`config.mk`:
```
export PLATFORM = sky130hd
export DESIGN_NAME = rxset_fifo
export DESIGN_NICKNAME = d
export VERILOG_FILES = /design/src/rtl/rxf_pkg.sv /design/src/rtl/rxf_mem.sv /design/src/rtl/rxf_wr.sv /design/src/rtl/rxf_setq.sv /design/src/rtl/rxset_fifo.sv
export SDC_FILE = /design/constraint.sdc
export NUM_CORES = 1
export LEC_CHECK = 0
export BUFFER_PORTS_ARGS = -buffer_cell sky130_fd_sc_hd__buf_2
export CORE_UTILIZATION = 55
export DETAILED_ROUTE_END_ITERATION = 8
export PLACE_DENSITY = 0.82
export SYNTH_ARGS = -nofsm -noshare
export SYNTH_HDL_FRONTEND = slang
export SYNTH_SLANG_ARGS = --single-unit
```
`constraint.sdc`:
```
create_clock -name clk -period 3.9 [get_ports clk]
set_input_delay 0.78 -clock clk [delete_from_list [all_inputs] [get_ports clk]]
set_output_delay 0.78 -clock clk [all_outputs]
set_load 0.02 [all_outputs]
```
`src/rtl/rxf_pkg.sv`:
```
package rxf_pkg;
  typedef logic [7:0] byte_t;

  typedef struct packed {
    logic empty;
    logic full;
    logic underrun;
    logic flush;
  } rx_flags_t;
endpackage

```
`src/rtl/rxf_mem.sv`:
```
module rxf_mem
  import rxf_pkg::*;
#(
  parameter int DEPTH = 64,
  parameter int AW    = $clog2(DEPTH)
) (
  input  logic          clk,
  input  logic          we,
  input  logic [AW-1:0] waddr,
  input  byte_t         wdata,
  input  logic [AW-1:0] raddr,
  output byte_t         rdata
);
  byte_t store [DEPTH];

  always_ff @(posedge clk) begin
    if (we) store[waddr] <= wdata;
  end

  assign rdata = store[raddr];
endmodule

```
`src/rtl/rxf_wr.sv`:
```
// Packet ingest: writes bytes speculatively past the committed write pointer
// and commits the whole packet only on a good last beat.
module rxf_wr
  import rxf_pkg::*;
#(
  parameter int DEPTH = 64,
  parameter int PW    = $clog2(DEPTH) + 1
) (
  input  logic          clk,
  input  logic          rst_n,
  input  logic          clr,
  input  logic          in_valid,
  output logic          in_ready,
  input  byte_t         in_data,
  input  logic          in_last,
  input  logic          in_ok,
  input  logic [PW-1:0] rbase,
  input  logic          sets_full,
  input  logic          block,
  output logic          we,
  output logic [PW-2:0] waddr,
  output byte_t         wdata,
  output logic          commit,
  output logic [PW-1:0] commit_len,
  output logic          reject_q
);
  logic [PW-1:0] wptr, spec, used, fill, wa_full;
  logic          in_pkt, drop, beat, drop_now;

  assign in_ready = ~clr;
  assign beat     = in_valid & in_ready;
  assign used     = wptr - rbase;
  assign fill     = used + spec;
  assign drop_now = drop | (~in_pkt & (sets_full | block)) | (fill >= PW'(DEPTH));

  assign wa_full    = wptr + spec;
  assign waddr      = wa_full[PW-2:0];
  assign wdata      = in_data;
  assign we         = beat & ~drop_now;
  assign commit     = beat & in_last & in_ok & ~drop_now;
  assign commit_len = spec + PW'(1);

  always_ff @(posedge clk or negedge rst_n) begin
    if (!rst_n) begin
      wptr     <= '0;
      spec     <= '0;
      in_pkt   <= 1'b0;
      drop     <= 1'b0;
      reject_q <= 1'b0;
    end else begin
      reject_q <= beat & in_last & in_ok & drop_now;
      if (clr) begin
        wptr <= '0;
        spec <= '0;
        drop <= in_pkt;
      end else if (beat) begin
        if (in_last) begin
          spec   <= '0;
          in_pkt <= 1'b0;
          drop   <= 1'b0;
          if (commit) wptr <= wptr + commit_len;
        end else begin
          spec   <= spec + (we ? PW'(1) : PW'(0));
          in_pkt <= 1'b1;
          drop   <= drop_now;
        end
      end
    end
  end
endmodule

```
`src/rtl/rxf_setq.sv`:
```
// Queue of committed set lengths with visible/pending split and SOF handling.
module rxf_setq #(
  parameter int IDX_MAX = 3,
  parameter int LW      = 7,
  parameter int IW      = $clog2(IDX_MAX + 1)
) (
  input  logic          clk,
  input  logic          rst_n,
  input  logic          clr,
  input  logic          iso,
  input  logic          sof,
  input  logic          push,
  input  logic [LW-1:0] push_len,
  input  logic          pop_req,
  output logic [LW-1:0] head_len,
  output logic [IW-1:0] vis,
  output logic          sets_full,
  output logic          pop_any,
  output logic          sof_drop
);
  localparam int QN = 1 << IW;

  logic [LW-1:0] lenq [QN];
  logic [IW-1:0] hp, tp, total, total_n, vis_n;
  logic          pop;

  assign pop       = pop_req & (vis != '0);
  assign sof_drop  = iso & sof & (vis != '0) & ~pop;
  assign pop_any   = pop | sof_drop;
  assign sets_full = (total == IW'(IDX_MAX));
  assign head_len  = lenq[hp];
  assign total_n   = total + IW'(push) - IW'(pop_any);

  always_comb begin
    if (!iso)     vis_n = total_n;
    else if (sof) vis_n = total - IW'(pop_any);
    else          vis_n = vis - IW'(pop_any);
  end

  always_ff @(posedge clk) begin
    if (push && !clr) lenq[tp] <= push_len;
  end

  always_ff @(posedge clk or negedge rst_n) begin
    if (!rst_n) begin
      hp    <= '0;
      tp    <= '0;
      total <= '0;
      vis   <= '0;
    end else if (clr) begin
      hp    <= '0;
      tp    <= '0;
      total <= '0;
      vis   <= '0;
    end else begin
      if (push)    tp <= tp + IW'(1);
      if (pop_any) hp <= hp + IW'(1);
      total <= total_n;
      vis   <= vis_n;
    end
  end
endmodule

```
`src/rtl/rxset_fifo.sv`:
```
module rxset_fifo
  import rxf_pkg::*;
#(
  parameter int DEPTH   = 64,
  parameter int IDX_MAX = 3,
  parameter int PW      = $clog2(DEPTH) + 1,
  parameter int IW      = $clog2(IDX_MAX + 1)
) (
  input  logic          clk,
  input  logic          rst_n,
  input  logic          iso_mode,
  input  logic          sof,
  input  logic          clr,
  input  logic          in_valid,
  output logic          in_ready,
  input  logic [7:0]    in_data,
  input  logic          in_last,
  input  logic          in_ok,
  input  logic          fw_rd,
  output logic [7:0]    rd_data,
  input  logic          cnt_rd,
  input  logic          rd_done,
  output logic [IW-1:0] set_idx,
  output logic [PW-1:0] byte_cnt,
  output logic          empty,
  output logic          full,
  output logic          underrun,
  output logic          flush,
  output logic          nack
);
  localparam int AW = PW - 1;

  logic [PW-1:0] rbase, rd_off, head_len, cur_len, commit_len, raddr_full;
  logic [AW-1:0] waddr;
  logic [IW-1:0] vis;
  logic          we, commit, reject_q, sets_full, pop_any, sof_drop;
  logic          rd_ok, urf_set;
  byte_t         wdata;
  rx_flags_t     fl_q;

  rxf_wr #(.DEPTH(DEPTH), .PW(PW)) u_wr (
    .clk, .rst_n, .clr, .in_valid, .in_ready, .in_data, .in_last, .in_ok,
    .rbase, .sets_full, .block(fl_q.underrun), .we, .waddr, .wdata,
    .commit, .commit_len, .reject_q
  );

  rxf_setq #(.IDX_MAX(IDX_MAX), .LW(PW), .IW(IW)) u_setq (
    .clk, .rst_n, .clr, .iso(iso_mode), .sof, .push(commit),
    .push_len(commit_len), .pop_req(rd_done & ~fl_q.flush),
    .head_len, .vis, .sets_full, .pop_any, .sof_drop
  );

  assign raddr_full = rbase + rd_off;

  rxf_mem #(.DEPTH(DEPTH), .AW(AW)) u_mem (
    .clk, .we, .waddr, .wdata, .raddr(raddr_full[AW-1:0]), .rdata(rd_data)
  );

  // Current-set view
  assign cur_len  = (vis != '0) ? head_len : '0;
  assign byte_cnt = cur_len - rd_off;
  assign empty    = (rd_off == cur_len);
  assign full     = (vis != '0) && (rd_off == '0) && (head_len == PW'(DEPTH));

  assign rd_ok   = fw_rd & ~fl_q.flush & ~fl_q.underrun & ~empty;
  assign urf_set = (fw_rd & ~fl_q.flush & empty) | (cnt_rd & (vis == '0));

  always_ff @(posedge clk or negedge rst_n) begin
    if (!rst_n) begin
      rbase  <= '0;
      rd_off <= '0;
      fl_q   <= '0;
    end else if (clr) begin
      rbase  <= '0;
      rd_off <= '0;
      fl_q   <= '0;
    end else begin
      if (pop_any) begin
        rbase  <= rbase + head_len;
        rd_off <= '0;
      end else if (rd_ok) begin
        rd_off <= rd_off + PW'(1);
      end
      fl_q.underrun <= fl_q.underrun | urf_set;
      if (sof_drop)     fl_q.flush <= 1'b1;
      else if (rd_done) fl_q.flush <= 1'b0;
    end
  end

  assign set_idx  = vis;
  assign underrun = fl_q.underrun;
  assign flush    = fl_q.flush;
  assign nack     = fl_q.underrun | reject_q;
endmodule

```
* After elaboration in Yosys (flattened, before gate mapping) *
Memory sizes are Yosys's and may differ from the RTL's.
Index checks and enable logic that the tools add are counted.

storage, ports and cells
  latch bits = 0
  memory bits (writable) = 540
  flip-flop bits (word level) = 41
  output and inout port bits = 23
  memory bits (read-only) = 0
  memories kept = 2
  bits of input ports = 19

memories
  name         depth  width  read ports  clocked after Yosys merged registers in  write ports  RTL line        RTL
  u_mem.store  64     8      1           0                                        1            rxf_mem.sv:14   byte_t store [DEPTH];
  u_setq.lenq  4      7      1           0                                        1            rxf_setq.sv:23  logic [LW-1:0] lenq [QN];

cells by class
  bitwise logic cells = 31
  divide/modulo/power cells = 0
  $lt $le $gt $ge = 1
  multipliers = 0
  equality and inequality tests = 3
  mux-type cells = 33
  reduce and logical (&&, ||, !) cells = 15
  shifts and indexed selects = 0
  add/sub/neg operators = 16

operators by type and width
  operator                                                  number
  two-way mux 7 bit                                         13
  adder 7 bit                                               3
  two-way mux 2 bit                                         9
  AND 1 bit                                                 17
  adder 7 x 1 -> 7 bit, second input constant               2
  subtractor 7 bit                                          2
  adder 6 bit                                               2
  two-way mux 1 bit                                         11
  nonzero test 2 bit                                        5
  adder 7 x 1 -> 7 bit                                      1
  == test 7 bit                                             1
  == test 7 bit, second input constant                      1
  greater-or-equal comparator 7 bit, second input constant  1
  logical NOT 7 bit                                         1
  inverter 1 bit                                            7
  bitwise OR 1 bit                                          7
  nonzero test 3 bit                                        2
  subtractor 2 x 1 -> 2 bit                                 3
  adder 2 x 1 -> 2 bit, second input constant               2
  logical AND 1 bit                                         3
  AND reduction 3 bit                                       1
  adder 2 x 1 -> 2 bit                                      1
  == test 2 bit, second input constant                      1
  logical NOT 2 bit                                         1
  other kinds (2)                                           2

* Logic depth before layout (Yosys ltp) *
  word-level depth = 12
  gate-level depth with buffers = 19
  depth with buffers taken out = 19

* Hierarchy *
Synthesis repeated with hierarchy kept, for this count alone.

unflattened totals
  cells, all modules = 1420
  area, all modules = 24948.9 um^2

modules (own cells, without submodules)
  module      area an instance (um^2)  cells each  instances
  rxf_mem     20006.7                  932         1
  rxf_wr      1759.2                   202         1
  rxset_fifo  1657.8                   196         1
  rxf_setq    1525.2                   90          1

* Worst setup path after synthesis *
Ideal clock, no wire load.

  path kind = reg-to-reg
  start point = register u_wr.spec[2]
  end point = memory u_mem.store[21][0] (netlist name) (enable)
  required time = 3.517 ns
  clock period less this slack = 3.683 ns
  path slack = 0.217 ns
  stages on the path, launching flop included = 12
  arrival = 3.299 ns
  setup time = 0.383 ns
  path through = dfrtp_1 -> clkbuf_1 -> inv_1 -> fa_1 -> inv_1 -> ha_1 -> nor2b_1 -> o21a_1 -> o211a_1 -> nor3_4 -> o2111ai_1 -> nor3_1

on the way
  longest elaborated chain between the ends = 7
  elaborated cells between the ends (all ways) = 8
  classes of those cells = 2 x add/sub; 1 x order compare; 2 x mux; 3 x bitwise

ends and longest elaborated chain
  element                                  RTL line       RTL
  start, declared                          rxf_wr.sv:27   logic [PW-1:0] wptr, spec, used, fill, wa_full;
  start signal, assigned                   rxf_wr.sv:63   spec <= spec + (we ? PW'(1) : PW'(0));
  adder 7 bit                              rxf_wr.sv:33   assign fill = used + spec;
  greater-or-equal comparator 7 bit        rxf_wr.sv:34   assign drop_now = drop | (~in_pkt & (sets_full | block)) | (fill >= PW'(DEPTH));
  bitwise OR 1 bit                         rxf_wr.sv:34
  inverter 1 bit                           rxf_wr.sv:39   assign we = beat & ~drop_now;
  AND 1 bit                                rxf_wr.sv:39
  two-way mux 1 bit                        rxf_mem.sv:17  if (we) store[waddr] <= wdata;
  two-way mux 1 bit (implied by the code)  rxf_mem.sv:17
  end, declared                            rxf_mem.sv:14

Several ways; a longest one is shown, not always the timed one.

* Worst setup path after layout *
  start point = register rbase[0]
  end point = output port rd_data[1]

on the way
  longest elaborated chain between the ends = 2

ends and longest elaborated chain
  element                   RTL line          RTL
  start, declared           rxset_fifo.sv:33  logic [PW-1:0] rbase, rd_off, head_len, cur_len, commit_len, raddr_full;
  start signal, assigned    rxset_fifo.sv:79  rbase <= rbase + head_len;
  adder 6 bit               rxset_fifo.sv:53  assign raddr_full = rbase + rd_off;
  memory read (64 x 8 bit)  -
  end, declared             rxset_fifo.sv:20  output logic [7:0] rd_data,

Every way passes these cells.

==> impl_metrics.csv <==
group,metric,value,unit
status,status,"finished with violations",
status,violations,"negative setup slack",
timing,fin_skew,36.9,ps
timing,finalMaxSlewViolations,0,
route,drcViolationCount,0,
power_and_ir_drop,swShare,33.1,%
synth,synth_common_cells,"edfxtp_1, mux4_2, nor3_1",
global_routing,antenna_found_initial,0,
floorplan,die_y,215,um
route,via_per_inst,6.74,
setup_path,timing.rr.start,"rbase[0]$_DFFE_PN0P_",
setup_path,path_cells,"ha_4 > fa_4 > buf_12 > buf_12 > mux4_2 > and2_0 > a221oi_1 > a31oi_1 > o22ai_2 > a21oi_1 > buf_2",
route,drtIter0Drc,2094,
setup_path,crit_fanout,6,
floorplan,io_pins,42,
setup_path,crit_path_start_kind,"flop",
setup_path,r2r_slack,70,ps
floorplan,dieArea,46300,sq um
synth,synth_top_area_cell,"edfxtp_1",
synth,synth_edf_count,540,
layout,drive_above_1_share,33.3,%
global_routing,grt_pass1_vias,15100,
timing,fin_crit_sh,119,%
setup_path,cp_data_required_time,3120,ps
timing,fin_crit,4640,ps
power_and_ir_drop,seqPwrFrac,32.8,%
setup_path,max_stage_delay,840,ps
power_and_ir_drop,power_frac_comb,40.2,%
layout,stdcell_count,2272,
synth,synth_cell_types,65,
place,pre_cts_ws,-184,ps
timing,maxSlewHeadroom,9.29,%
clocking,numCtsBuffers,55,
place,place_inst,2132,
layout,fillers,2689,
power_and_ir_drop,p_leak,10.1,nW
setup_path,crit_arrival,3860,ps
power_and_ir_drop,clkPwrFrac,27.0,%
global_routing,grt_max_degree,65,
synth,syn_nets,1491,
layout,finalNetCount,1711,
global_routing,grtUsageTotal,27.4,%
synth,syn_area_per_cell,17.7,sq um
route,vias,15300,
synth,synth.cell_area,25000,sq um
setup_path,critPathMostFrequentCell,"buf_12",
clocking,cts.htree.levels,2,
place,numPortBuffers,41,
synth,netlist_instances,1415,
timing,finalWorstSetupSlack,-738,ps
global_routing,grt_remaining_overflow,0,
route,ant_nets,0,
power_and_ir_drop,vdd_drop_max,0.604,mV
setup_path,critPathSlowestCell,"fa_4",
timing,worst_slew_pin_slew,1360,ps
power_and_ir_drop,powerDensity,717,nW/um^2
synth,yosys.area.top_type_share,64.8,%
route,drt-total-wl,65.9,mm
floorplan,start_util,56.2,%
clocking,cts_root_buf,"clkbuf_16",
synth,synth.most_common_cell,"edfxtp_1",
timing,fmax,216,MHz
timing,setup_viol,8,
place,gp_congestion,0.893,
floorplan,row_count,77,
timing,hold_viol_final,0,
worst_hold_path,hold_path.class,"input pin to async pin",
synth,synth-seq-area-share,68.9,%
setup_path,critPathCaptureType,"output pin",
floorplan,coreArea,44500,sq um
power_and_ir_drop,internal_power,14.3,mW
setup_path,worstReg2RegEnd,"u_mem.store[30][7]$_DFFE_PP_",
layout,area_growth,18.9,%
power_and_ir_drop,power.switching,7.06,mW
route,first_pass_iters,6,
clocking,cts_sinks,581,
synth,ys_warn_count,0,
clocking,tritoncts,"built",
timing,rsz0062_at_grt,"true",
setup_path,crit_type,"flop to output pin",
setup_path,reg2regPathDepth,15,
global_routing,grt_pass1_wl,93.8,mm
synth,ys_ff_latch,581,
route,wire_per_inst,29.0,um
clocking,clock_latency,630,ps
place,dp_hpwl,38.1,mm
floorplan,die_x,215,um
synth,netlist_top_cells_area,"edfxtp_1, mux4_2, dfrtp_1, ha_1, nor3_1",
run,drv_cap,0,
layout,antennaDiodeCount,0,
synth,synthArstFlopShare,7.06,%
clocking,clock_path_buffers,3,
synth,yosys_most_used_dff,"edfxtp_1",
clocking,clk_pin_slew_worst_paths,60,ps
## layout make-up
| class | instances | area, sq um | share of cell area [%] |
|---|---|---|---|
| flip-flops and latches | 581 | 17200 | 58.0 |
| multi-input cells | 712 | 7610 | 25.6 |
| repair buffers | 234 | 2020 | 6.81 |
| clock buffers | 58 | 1410 | 4.73 |
| well taps | 592 | 741 | 2.49 |
| clock inverters | 44 | 527 | 1.77 |
| inverters | 51 | 191 | 0.644 |
## cell usage in the layout, fill, tap and decap left out, types with 9 or more instances in the layout
cell       netlist  layout
nor2_1          41      41
ha_1            46      41
nand3_1         34      28
clkbuf_16        0      58
clkinv_1         1      13
mux4_2         137     137
clkinv_2         0      11
nor3_1          69      69
edfxtp_1       540     540
fa_1            11       9
bufinv_16        0      10
o211ai_1        10      10
mux2i_1         14      13
o2111ai_1       11      11
a21o_1          10      10
nand4_1         19      19
nand2_1         49      48
mux2_2          26      25
o21ai_0         27      21
buf_12           0      15
xor2_1          16      14
a21oi_2          1      10
dfrtp_1         41      40
buf_2           24      34
buf_4            9     168
xnor2_1         30      28
inv_1           50      50
a21oi_1         43      33
## how the worst max path moves through the flow
stage | start | end | slack (ps) | cells after the start
floorplan | u_wr.spec[2]$_DFFE_PN0N_ | u_mem.store[21][0]$_DFFE_PP_ | 220 | 11
global placement | rbase[0]$_DFFE_PN0P_ | rd_data[6] | -110 | 8
detailed placement | rbase[0]$_DFFE_PN0P_ | rd_data[6] | -180 | 8
CTS | rbase[0]$_DFFE_PN0P_ | rd_data[0] | -650 | 11
global route | rbase[0]$_DFFE_PN0P_ | rd_data[2] | -790 | 11
finish | rbase[0]$_DFFE_PN0P_ | rd_data[1] | -740 | 11
## flip-flops by register name (all words and copies together) (netlist names), 2 cells and up
signal        cells
u_setq.lenq      28
u_setq.hp         2
u_wr.spec         7
rbase             7
u_mem.store     512
u_setq.total      2
u_setq.tp         2
rd_off            7
u_wr.wptr         7
u_setq.vis        2
## critical path: cells and delay by family (launching register included)
family / cells / cell delay [ps]
multiplexers: 1 / 320
flip-flops: 1 / 410
adder cells (fa/ha/maj): 2 / 1030
AO/OA/AOI/OAI: 4 / 770
buffers and inverters: 3 / 510
AND/OR/NAND/NOR: 1 / 200
## per-stage QoR
step / total power [mW] / area [sq um] / setup TNS (ps) / hold slack [ps] / util, %
final: 21.3 / 29700 / -5300 / 332 / 66.8
after global routing: 21.9 / 29700 / -5770 / 415 / 66.8
after CTS: 20.4 / 29200 / -4900 / 337 / 65.7
after detailed placement: 14.2 / 27000 / -229 / 518 / 60.7
after global placement: 14.0 / 27000 / -112 / 481 / 60.7
after floorplan: 11.8 / 25000 / 0 / 465 / -
## layer usage
layer	vias up	wire length, um	track usage [%]
met5	-	0	0
met4	0	3170	12.1
met3	237	7030	4.83
met2	1254	32500	45.4
met1	7710	23200	35.9
li1	6110	-	-
## logic make-up after synthesis
logic type | share of synthesized area [%]
fa+ha+maj | 3.18
compound gates | 4.47
xor+xnor | 1.72
buf+inv | 2.15
mux | 14.1
flops | 68.9
simple gates | 5.49
## power by group through the flow
stage | combinational, mW | sequential (mW) | clock (mW)
finish | 8.57 | 7.00 | 5.75
global route | 8.92 | 7.01 | 5.98
CTS | 7.62 | 7.00 | 5.73
detailed placement | 7.10 | 7.13 | 0
global placement | 6.92 | 7.12 | 0
floorplan | 4.71 | 7.11 | 0
## timing repair
action / CTS / global route
gates resized for setup: 33 / 51
cloned: 1 / 4
hold endpoints to repair: 0 / 0
setup buffers: 13 / 21
pin swaps: 6 / 26
setup endpoints to repair: 11 / 13
hold buffers: 0 / 0
Power figures use the tool's default switching activity.
